`config.mk`:
```
export PLATFORM = sky130hd
export DESIGN_NAME = spi_hostregs
export DESIGN_NICKNAME = d
export VERILOG_FILES = /design/src/rtl/spi_hostregs_pkg.sv /design/src/rtl/spi_hostregs_decode.sv /design/src/rtl/spi_hostregs_pushgate.sv /design/src/rtl/spi_hostregs_irq.sv /design/src/rtl/spi_hostregs.sv
export SDC_FILE = /design/constraint.sdc
export NUM_CORES = 1
export LEC_CHECK = 0
export BUFFER_PORTS_ARGS = -buffer_cell sky130_fd_sc_hd__buf_4
export CELL_PAD_IN_SITES_DETAIL_PLACEMENT = 0
export CELL_PAD_IN_SITES_GLOBAL_PLACEMENT = 2
export CORE_ASPECT_RATIO = 0.6
export CORE_MARGIN = 2
export CORE_UTILIZATION = 19
export CTS_BUF_LIST = sky130_fd_sc_hd__clkbuf_16
export CTS_CLUSTER_DIAMETER = 80
export DETAILED_ROUTE_END_ITERATION = 10
export PLACE_DENSITY_LB_ADDON = 0.1
export REMOVE_ABC_BUFFERS = 1
export SYNTH_ARGS = -nofsm -noshare
export SYNTH_HDL_FRONTEND = slang
export SYNTH_SLANG_ARGS = --single-unit
export TNS_END_PERCENT = 10
```
`constraint.sdc`:
```
create_clock -name clk -period 2.9 [get_ports clk]
set_clock_uncertainty 0.05 [all_clocks]
set_input_delay 0.87 -clock clk [delete_from_list [all_inputs] [get_ports clk]]
set_output_delay 0.87 -clock clk [all_outputs]
set_load 0.01 [all_outputs]
```
`src/rtl/spi_hostregs_pkg.sv`:
```
// Package: shared register indices, offsets and interrupt bit positions.
// Assumes offsets fit in 8 bits; the decoder zero-extends them to ADDR_W.
package spi_hostregs_pkg;

    localparam int NREG  = 12;
    localparam int IRQ_N = 4;

    // interrupt bit positions (software-visible)
    localparam int IB_CMD_LOW = 0;
    localparam int IB_TX_LOW  = 1;
    localparam int IB_RX_HIGH = 2;
    localparam int IB_SYNC    = 3;

    // register indices used by the decoder's one-hot hit vectors
    localparam int RI_ENGRST = 0;
    localparam int RI_IEN    = 1;
    localparam int RI_IPEND  = 2;
    localparam int RI_ISRC   = 3;
    localparam int RI_TAG    = 4;
    localparam int RI_CROOM  = 5;
    localparam int RI_TROOM  = 6;
    localparam int RI_RLVL   = 7;
    localparam int RI_CMD    = 8;
    localparam int RI_TXD    = 9;
    localparam int RI_RXD    = 10;
    localparam int RI_PEEK   = 11;

    // byte offset of each register index
    function automatic logic [7:0] reg_offset(input int idx);
        case (idx)
            RI_ENGRST: return 8'h40;
            RI_IEN:    return 8'h80;
            RI_IPEND:  return 8'h84;
            RI_ISRC:   return 8'h88;
            RI_TAG:    return 8'hC0;
            RI_CROOM:  return 8'hD0;
            RI_TROOM:  return 8'hD4;
            RI_RLVL:   return 8'hD8;
            RI_CMD:    return 8'hE0;
            RI_TXD:    return 8'hE4;
            RI_RXD:    return 8'hE8;
            RI_PEEK:   return 8'hEC;
            default:   return 8'h00;
        endcase
    endfunction

endpackage

```
`src/rtl/spi_hostregs_decode.sv`:
```
// Address decoder: turns one register request into one-hot write and read
// hit vectors, one bit per register index. Assumes ADDR_W >= 8.
module spi_hostregs_decode
    import spi_hostregs_pkg::*;
#(
    parameter int ADDR_W = 8
) (
    input  logic              req_valid,
    input  logic              req_write,
    input  logic [ADDR_W-1:0] req_addr,
    output logic [NREG-1:0]   wr_hit,
    output logic [NREG-1:0]   rd_hit
);

    // one comparator per register offset
    for (genvar i = 0; i < NREG; i++) begin : g_hit
        logic match;
        assign match     = (req_addr == ADDR_W'(reg_offset(i)));
        assign wr_hit[i] = req_valid &&  req_write && match;
        assign rd_hit[i] = req_valid && !req_write && match;
    end

endmodule

```
`src/rtl/spi_hostregs_pushgate.sv`:
```
// Push gate for one outbound FIFO: forwards a write as a push when the FIFO
// has room, otherwise drops it and sets a sticky overflow flag.
// Assumes room is the FIFO's free-entry count for the current cycle.
module spi_hostregs_pushgate #(
    parameter int DATA_W = 32,
    parameter int W      = 16,
    parameter int LVL_W  = 8
) (
    input  logic              clk,
    input  logic              rst_n,
    input  logic              wr_stb,
    input  logic [DATA_W-1:0] wdata,
    input  logic [LVL_W-1:0]  room,
    input  logic              clr_ovf,
    output logic              push,
    output logic [W-1:0]      push_data,
    output logic              overflow
);

    logic has_room;

    // push only into a FIFO that has a free entry
    assign has_room  = (room != '0);
    assign push      = wr_stb && has_room;
    assign push_data = wdata[W-1:0];

    // sticky overflow flag; a clear has priority over a new overflow
    always_ff @(posedge clk) begin
        if (!rst_n)                  overflow <= 1'b0;
        else if (clr_ovf)            overflow <= 1'b0;
        else if (wr_stb && !has_room) overflow <= 1'b1;
    end

endmodule

```
`src/rtl/spi_hostregs_irq.sv`:
```
// Interrupt group: enable register, pending bits and masked source.
// Triggers set their pending bit every cycle they are high; a write-1 clear
// loses to a trigger in the same cycle. Level conditions therefore re-set.
module spi_hostregs_irq
    import spi_hostregs_pkg::*;
(
    input  logic             clk,
    input  logic             rst_n,
    input  logic [IRQ_N-1:0] trig,
    input  logic [IRQ_N-1:0] clr_mask,
    input  logic             en_we,
    input  logic [IRQ_N-1:0] en_wdata,
    output logic [IRQ_N-1:0] pend,
    output logic [IRQ_N-1:0] en,
    output logic [IRQ_N-1:0] src,
    output logic             irq
);

    // enable register
    always_ff @(posedge clk) begin
        if (!rst_n)     en <= '0;
        else if (en_we) en <= en_wdata;
    end

    // pending bits, one register per source
    for (genvar b = 0; b < IRQ_N; b++) begin : g_pend
        always_ff @(posedge clk) begin
            if (!rst_n) pend[b] <= 1'b0;
            else        pend[b] <= (pend[b] && !clr_mask[b]) || trig[b];
        end
    end

    assign src = pend & en;
    assign irq = |src;

endmodule

```
`src/rtl/spi_hostregs.sv`:
```
// Host register front-end of a command-driven SPI controller.
// Decodes 32-bit register accesses, gates pushes into the command and
// transmit FIFOs, pops or peeks the receive FIFO, and runs the interrupt
// group. Assumes first-word-fallthrough FIFOs outside the block and a
// single-cycle sync pulse from the sequencer. Read data returns one cycle
// after the request; requests are always accepted.
module spi_hostregs
    import spi_hostregs_pkg::*;
#(
    parameter int ADDR_W      = 8,
    parameter int DATA_W      = 32,
    parameter int CMD_W       = 16,
    parameter int LVL_W       = 8,
    parameter int TAG_W       = 8,
    parameter int CMD_AE_ROOM = 8,
    parameter int TX_AE_ROOM  = 8,
    parameter int RX_AF_LEVEL = 8
) (
    input  logic              clk,
    input  logic              rst_n,
    input  logic              req_valid,
    output logic              req_ready,
    input  logic              req_write,
    input  logic [ADDR_W-1:0] req_addr,
    input  logic [DATA_W-1:0] req_wdata,
    output logic              rsp_valid,
    output logic [DATA_W-1:0] rsp_rdata,
    output logic              cmd_push,
    output logic [CMD_W-1:0]  cmd_push_data,
    input  logic [LVL_W-1:0]  cmd_room,
    output logic              tx_push,
    output logic [DATA_W-1:0] tx_push_data,
    input  logic [LVL_W-1:0]  tx_room,
    output logic              rx_pop,
    input  logic [DATA_W-1:0] rx_head,
    input  logic [LVL_W-1:0]  rx_level,
    input  logic              sync_valid,
    input  logic [TAG_W-1:0]  sync_tag,
    output logic              engine_reset,
    output logic              irq
);

    localparam int MSB = DATA_W - 1;

    logic [NREG-1:0]   wr_hit;
    logic [NREG-1:0]   rd_hit;
    logic [TAG_W-1:0]  tag_q;
    logic              clr_ovf;
    logic              cmd_ovf;
    logic              tx_ovf;
    logic              rx_nonempty;
    logic [IRQ_N-1:0]  trig;
    logic [IRQ_N-1:0]  clr_mask;
    logic [IRQ_N-1:0]  pend;
    logic [IRQ_N-1:0]  en;
    logic [IRQ_N-1:0]  src;
    logic [DATA_W-1:0] rd_mux;
    logic [DATA_W-1:0] rx_word;

    assign req_ready = 1'b1;

    spi_hostregs_decode #(.ADDR_W(ADDR_W)) u_dec (
        .req_valid (req_valid),
        .req_write (req_write),
        .req_addr  (req_addr),
        .wr_hit    (wr_hit),
        .rd_hit    (rd_hit)
    );

    // a write of 1 to the engine reset register also clears overflow flags
    assign clr_ovf = wr_hit[RI_ENGRST] && req_wdata[0];

    spi_hostregs_pushgate #(.DATA_W(DATA_W), .W(CMD_W), .LVL_W(LVL_W)) u_cmd_gate (
        .clk       (clk),
        .rst_n     (rst_n),
        .wr_stb    (wr_hit[RI_CMD]),
        .wdata     (req_wdata),
        .room      (cmd_room),
        .clr_ovf   (clr_ovf),
        .push      (cmd_push),
        .push_data (cmd_push_data),
        .overflow  (cmd_ovf)
    );

    spi_hostregs_pushgate #(.DATA_W(DATA_W), .W(DATA_W), .LVL_W(LVL_W)) u_tx_gate (
        .clk       (clk),
        .rst_n     (rst_n),
        .wr_stb    (wr_hit[RI_TXD]),
        .wdata     (req_wdata),
        .room      (tx_room),
        .clr_ovf   (clr_ovf),
        .push      (tx_push),
        .push_data (tx_push_data),
        .overflow  (tx_ovf)
    );

    // receive FIFO: pop only on a data read of a nonempty FIFO
    assign rx_nonempty = (rx_level != '0);
    assign rx_pop      = rd_hit[RI_RXD] && rx_nonempty;
    assign rx_word     = rx_nonempty ? rx_head : '0;

    // interrupt triggers: three level conditions and the sync event
    always_comb begin
        trig             = '0;
        trig[IB_CMD_LOW] = (cmd_room >= LVL_W'(CMD_AE_ROOM));
        trig[IB_TX_LOW]  = (tx_room  >= LVL_W'(TX_AE_ROOM));
        trig[IB_RX_HIGH] = (rx_level >= LVL_W'(RX_AF_LEVEL));
        trig[IB_SYNC]    = sync_valid;
    end

    assign clr_mask = wr_hit[RI_IPEND] ? req_wdata[IRQ_N-1:0] : '0;

    spi_hostregs_irq u_irq (
        .clk      (clk),
        .rst_n    (rst_n),
        .trig     (trig),
        .clr_mask (clr_mask),
        .en_we    (wr_hit[RI_IEN]),
        .en_wdata (req_wdata[IRQ_N-1:0]),
        .pend     (pend),
        .en       (en),
        .src      (src),
        .irq      (irq)
    );

    // engine soft-reset register
    always_ff @(posedge clk) begin
        if (!rst_n)                 engine_reset <= 1'b0;
        else if (wr_hit[RI_ENGRST]) engine_reset <= req_wdata[0];
    end

    // last sync tag register
    always_ff @(posedge clk) begin
        if (!rst_n)          tag_q <= '0;
        else if (sync_valid) tag_q <= sync_tag;
    end

    // read data selection; hits are one-hot, unmapped offsets give zero
    always_comb begin
        rd_mux = '0;
        if (rd_hit[RI_ENGRST]) rd_mux = DATA_W'(engine_reset);
        if (rd_hit[RI_IEN])    rd_mux = DATA_W'(en);
        if (rd_hit[RI_IPEND])  rd_mux = DATA_W'(pend);
        if (rd_hit[RI_ISRC])   rd_mux = DATA_W'(src);
        if (rd_hit[RI_TAG])    rd_mux = DATA_W'(tag_q);
        if (rd_hit[RI_CROOM])  rd_mux = DATA_W'(cmd_room) | (DATA_W'(cmd_ovf) << MSB);
        if (rd_hit[RI_TROOM])  rd_mux = DATA_W'(tx_room)  | (DATA_W'(tx_ovf)  << MSB);
        if (rd_hit[RI_RLVL])   rd_mux = DATA_W'(rx_level);
        if (rd_hit[RI_RXD])    rd_mux = rx_word;
        if (rd_hit[RI_PEEK])   rd_mux = rx_word;
    end

    // registered read response
    always_ff @(posedge clk) begin
        if (!rst_n) begin
            rsp_valid <= 1'b0;
            rsp_rdata <= '0;
        end else begin
            rsp_valid <= req_valid && !req_write;
            rsp_rdata <= rd_mux;
        end
    end

endmodule

```
==> run_summary.xml <==
<?xml version="1.0" encoding="UTF-8"?>
<metrics>
  <group name="synthesis">
    <metric name="yosys_register_bits" unit="">52</metric>
    <metric name="synthCells" unit="">308</metric>
    <metric name="asyncSetResetFlopFracSynth" unit="">0</metric>
    <metric name="synthesis.area_per_instance" unit="um2">8.89</metric>
    <metric name="synth_edf_count" unit="">0</metric>
    <metric name="ys_types" unit="">50</metric>
    <metric name="yosysWarningCount" unit="">0</metric>
    <metric name="seq_area_frac_synth" unit="">0.380</metric>
    <metric name="most_used_flip_flop_cell_after_synthesis" unit="">dfxtp_1</metric>
    <metric name="mappedNetlistArea" unit="mm2">0.00274</metric>
  </group>
  <group name="critical_path">
    <metric name="cp_slowest_stage_delay" unit="ns">0.53</metric>
    <metric name="crit_top_cell" unit="">buf_6</metric>
    <metric name="cpLargestDelayFamily" unit="">simple AND/OR/NAND/NOR gates</metric>
    <metric name="worstPathRequired" unit="ns">1.98</metric>
    <metric name="arrival" unit="ns">2.05</metric>
    <metric name="critical-path-slowest-cell" unit="">or4_4</metric>
    <metric name="cp-start-kind" unit="">input port</metric>
    <metric name="setup.worst_path.end_class" unit="">primary output</metric>
    <metric name="timing.critical_path.cells" unit="">buf_6 -&gt; or4_4 -&gt; nor2_4 -&gt; buf_6 -&gt; a211oi_4 -&gt; nor2b_4 -&gt; buf_6</metric>
    <metric name="critPathKind" unit="">input port to primary output</metric>
    <metric name="critical_path.n_buffers_inverters" unit="">3</metric>
    <metric name="critical_path_peak_fanout" unit="">2</metric>
  </group>
  <group name="finish">
    <metric name="syn_to_final_growth" unit="%">45.6</metric>
    <metric name="drive_gt1_frac" unit="">0.466</metric>
    <metric name="antenna_cells_inserted" unit="">0</metric>
    <metric name="postLayoutCoreUtil" unit="">0.288</metric>
    <metric name="layout.cells.non_filler" unit="">600</metric>
    <metric name="net_count_final" unit="">517</metric>
    <metric name="fillerInstances" unit="">1536</metric>
  </group>
  <group name="detailed_routing">
    <metric name="dr.pass1.iters" unit="">4</metric>
    <metric name="route.vias.total" unit="">2540</metric>
    <metric name="drt-total-wl" unit="um">11300</metric>
    <metric name="detail-route-antenna-nets" unit="">0</metric>
    <metric name="dr.first_iter.drc_count" unit="">140</metric>
    <metric name="post_drt_via_cell_ratio" unit="">4.23</metric>
    <metric name="drcViolationCount" unit="">0</metric>
    <metric name="routed_wire_length_per_instance" unit="um">18.9</metric>
  </group>
  <group name="placement">
    <metric name="sum_of_net_half_perimeters_after_detailed_placement" unit="um">9350</metric>
    <metric name="pre_cts_ws" unit="ns">-0.269</metric>
    <metric name="port_buffers" unit="">126</metric>
    <metric name="dp_cells" unit="">592</metric>
    <metric name="finalWeightedCongestion" unit="">0.702</metric>
  </group>
  <group name="global_route">
    <metric name="grt_max_degree" unit="">31</metric>
    <metric name="first_global_vias" unit="">2567</metric>
    <metric name="initial_antenna_violation_count" unit="">0</metric>
    <metric name="global_route_usage_over_all_layers" unit="">0.145</metric>
    <metric name="grt_first_pass_wirelength" unit="um">16600</metric>
    <metric name="grt_remaining_overflow" unit="">0</metric>
  </group>
  <group name="clock_network">
    <metric name="cts_max_path_buffers" unit="">2</metric>
    <metric name="cts_root_buf" unit="">clkbuf_16</metric>
    <metric name="cts.htree.levels" unit="">2</metric>
    <metric name="numClockSinks" unit="">52</metric>
    <metric name="cts_hold_buffers" unit="">0</metric>
    <metric name="cts_inserted_buffers" unit="">5</metric>
    <metric name="cts_tree" unit="">done</metric>
    <metric name="clock_insertion_delay_worst_skew" unit="ns">0.29</metric>
    <metric name="clk_pin_slew" unit="ns">0.07</metric>
  </group>
  <group name="min_path">
    <metric name="path_category_of_the_worst_min_delay_check" unit="">flop to flop</metric>
  </group>
  <group name="timing">
    <metric name="timing.final.ws_setup" unit="ns">-0.0707</metric>
    <metric name="final_hold_viol_count" unit="">0</metric>
    <metric name="slew_viol_final" unit="">0</metric>
    <metric name="hold_slack" unit="ns">0.427</metric>
    <metric name="finalSetupViolCount" unit="">1</metric>
    <metric name="finalCriticalPeriod" unit="ns">2.97</metric>
    <metric name="setup-tns-final" unit="ns">-0.0707</metric>
    <metric name="final_min_period_over_clock_period" unit="">1.02</metric>
    <metric name="maxClockFrequency" unit="MHz">337</metric>
    <metric name="rsz_0062_raised_after_global_routing" unit="">true</metric>
  </group>
  <group name="die">
    <metric name="dieArea" unit="mm2">0.0154</metric>
    <metric name="row_count" unit="">33</metric>
    <metric name="die_x" unit="um">159</metric>
    <metric name="num_io_pins" unit="">196</metric>
    <metric name="initial_core_util" unit="">0.197</metric>
    <metric name="die_height" unit="um">97</metric>
    <metric name="core" unit="mm2">0.0139</metric>
  </group>
  <group name="power_and_ir_drop">
    <metric name="vdd_drop_max" unit="V">0.000118</metric>
    <metric name="cellLeakagePower" unit="nW">1.83</metric>
    <metric name="power-per-cell-area" unit="mW/mm2">430</metric>
  </group>
  <group name="status">
    <metric name="status" unit="">complete, but fails checks</metric>
    <metric name="failed_checks" unit="">negative setup slack</metric>
  </group>
  <group name="job">
    <metric name="timing.max_cap.violations" unit="">0</metric>
  </group>
</metrics>
-- timing repair --
action,in CTS,in global routing
resized for setup,7,11
buffers inserted,0,1
pin swaps,0,3
endpoints found under the setup margin,3,3
-- placed cells by master, fill, tap and decap left out, types with 2 or more instances in the layout --
cell       count
buf_4        155
dfxtp_1       52
a22oi_1        7
nand4b_1       4
nor2_1        29
nor3_1        11
bufinv_16      2
a21o_2         2
and3_1        23
a32oi_1        4
o21ai_0       11
nand4_1        2
mux2_2         4
clkbuf_16      5
buf_6          5
nand2_1        7
and4b_2        2
a21o_1         3
nand2b_1       5
a21oi_1       12
inv_1          7
a211oi_1       2
a31oi_1        3
nor4_1         4
nor4_4         2
and2_1         2
mux2i_1       15
o21a_1         2
-- area by class of cell --
class,count,area (um2),share of cell area
clock buffers,5,125,0.0314
clock inverters,2,60.1,0.0151
inverters,7,26.3,0.00659
multi-input cells,182,1280,0.320
flip-flops and latches,52,1040,0.261
well taps,192,240,0.0602
repair buffers,160,1220,0.306
-- worst min-delay path: cells and delay by family, from the launching register on --
kind	cells	cell delay (ns)
flops	1	0.33
compound gates	1	0.04
simple gates	1	0.07
-- per-layer routing --
layer	share of wire	GRT usage	wire length, um
met2	0.35	0.165	3930
met4	0.0057	0.0210	65
met3	0.11	0.0845	1300
met5	0	0.00649	0
met1	0.53	0.224	6040
-- cell families after synthesis --
group	Yosys count	share of synthesized area
compound gates	57	0.139
buf+inv	74	0.185
flops	52	0.380
mux	19	0.0713
other cells	1	0.00137
simple gates	105	0.224
-- Yosys cell counts, drive strengths merged, types with 2 or more instances --
master   n  area [um2]
buf     54         410
dfxtp   52        1040
nor2    30         113
and3    23         144
mux2i   15         150
clkbuf  13        68.8
nor3    13        65.1
a21oi   12        60.1
o21ai   12        60.1
a22oi    7        52.6
inv      7        26.3
nand2    7        26.3
nor4     7        58.8
a21o     5        40.0
nand2b   5        31.3
a32oi    4        35.0
mux2     4        45.0
nand4b   4        35.0
a211oi   3        22.5
a31oi    3        18.8
and2     3        20.0
and4b    2        22.5
nand4    2        12.5
nor4b    2        23.8
o21a     2        15.0
-- power by group --
group          internal [mW]  total (mW)  switching, mW
Sequential             0.725       0.731        0.00691
Combinational          0.124       0.222         0.0982
Clock                  0.490       0.760          0.270
Total                   1.34        1.71          0.375
-- state kept, by name (all words and copies together), names as in the netlist --
register             flops
rsp_rdata               32
u_irq.en                 4
tag_q                    8
u_tx_gate.overflow       1
u_cmd_gate.overflow      1
rsp_valid                1
engine_reset             1
u_irq.pend               4
-- through the flow --
stage	total power, mW	cell area, um2
4_1_cts	1.75	3930
6_report	1.71	3990
2_1_floorplan	0.791	2260
3_3_place_gp	0.963	3710
5_1_grt	1.80	3990
3_5_place_dp	0.963	3710
-- final timing paths --
path	startpoint	end	slack, ns	cells after the start
setup / recovery	rx_level[3]	rx_pop	-0.07	7
hold / removal	u_tx_gate.overflow$_SDFFE_PP0P_	u_tx_gate.overflow$_SDFFE_PP0P_	0.43	2
setup reg to reg	u_irq.en[3]$_SDFFE_PN0P_	rsp_rdata[3]$_SDFF_PN0_	1.52	4
hold reg to reg	u_tx_gate.overflow$_SDFFE_PP0P_	u_tx_gate.overflow$_SDFFE_PP0P_	0.43	2
No activity file was read; power rests on OpenSTA's default activity.
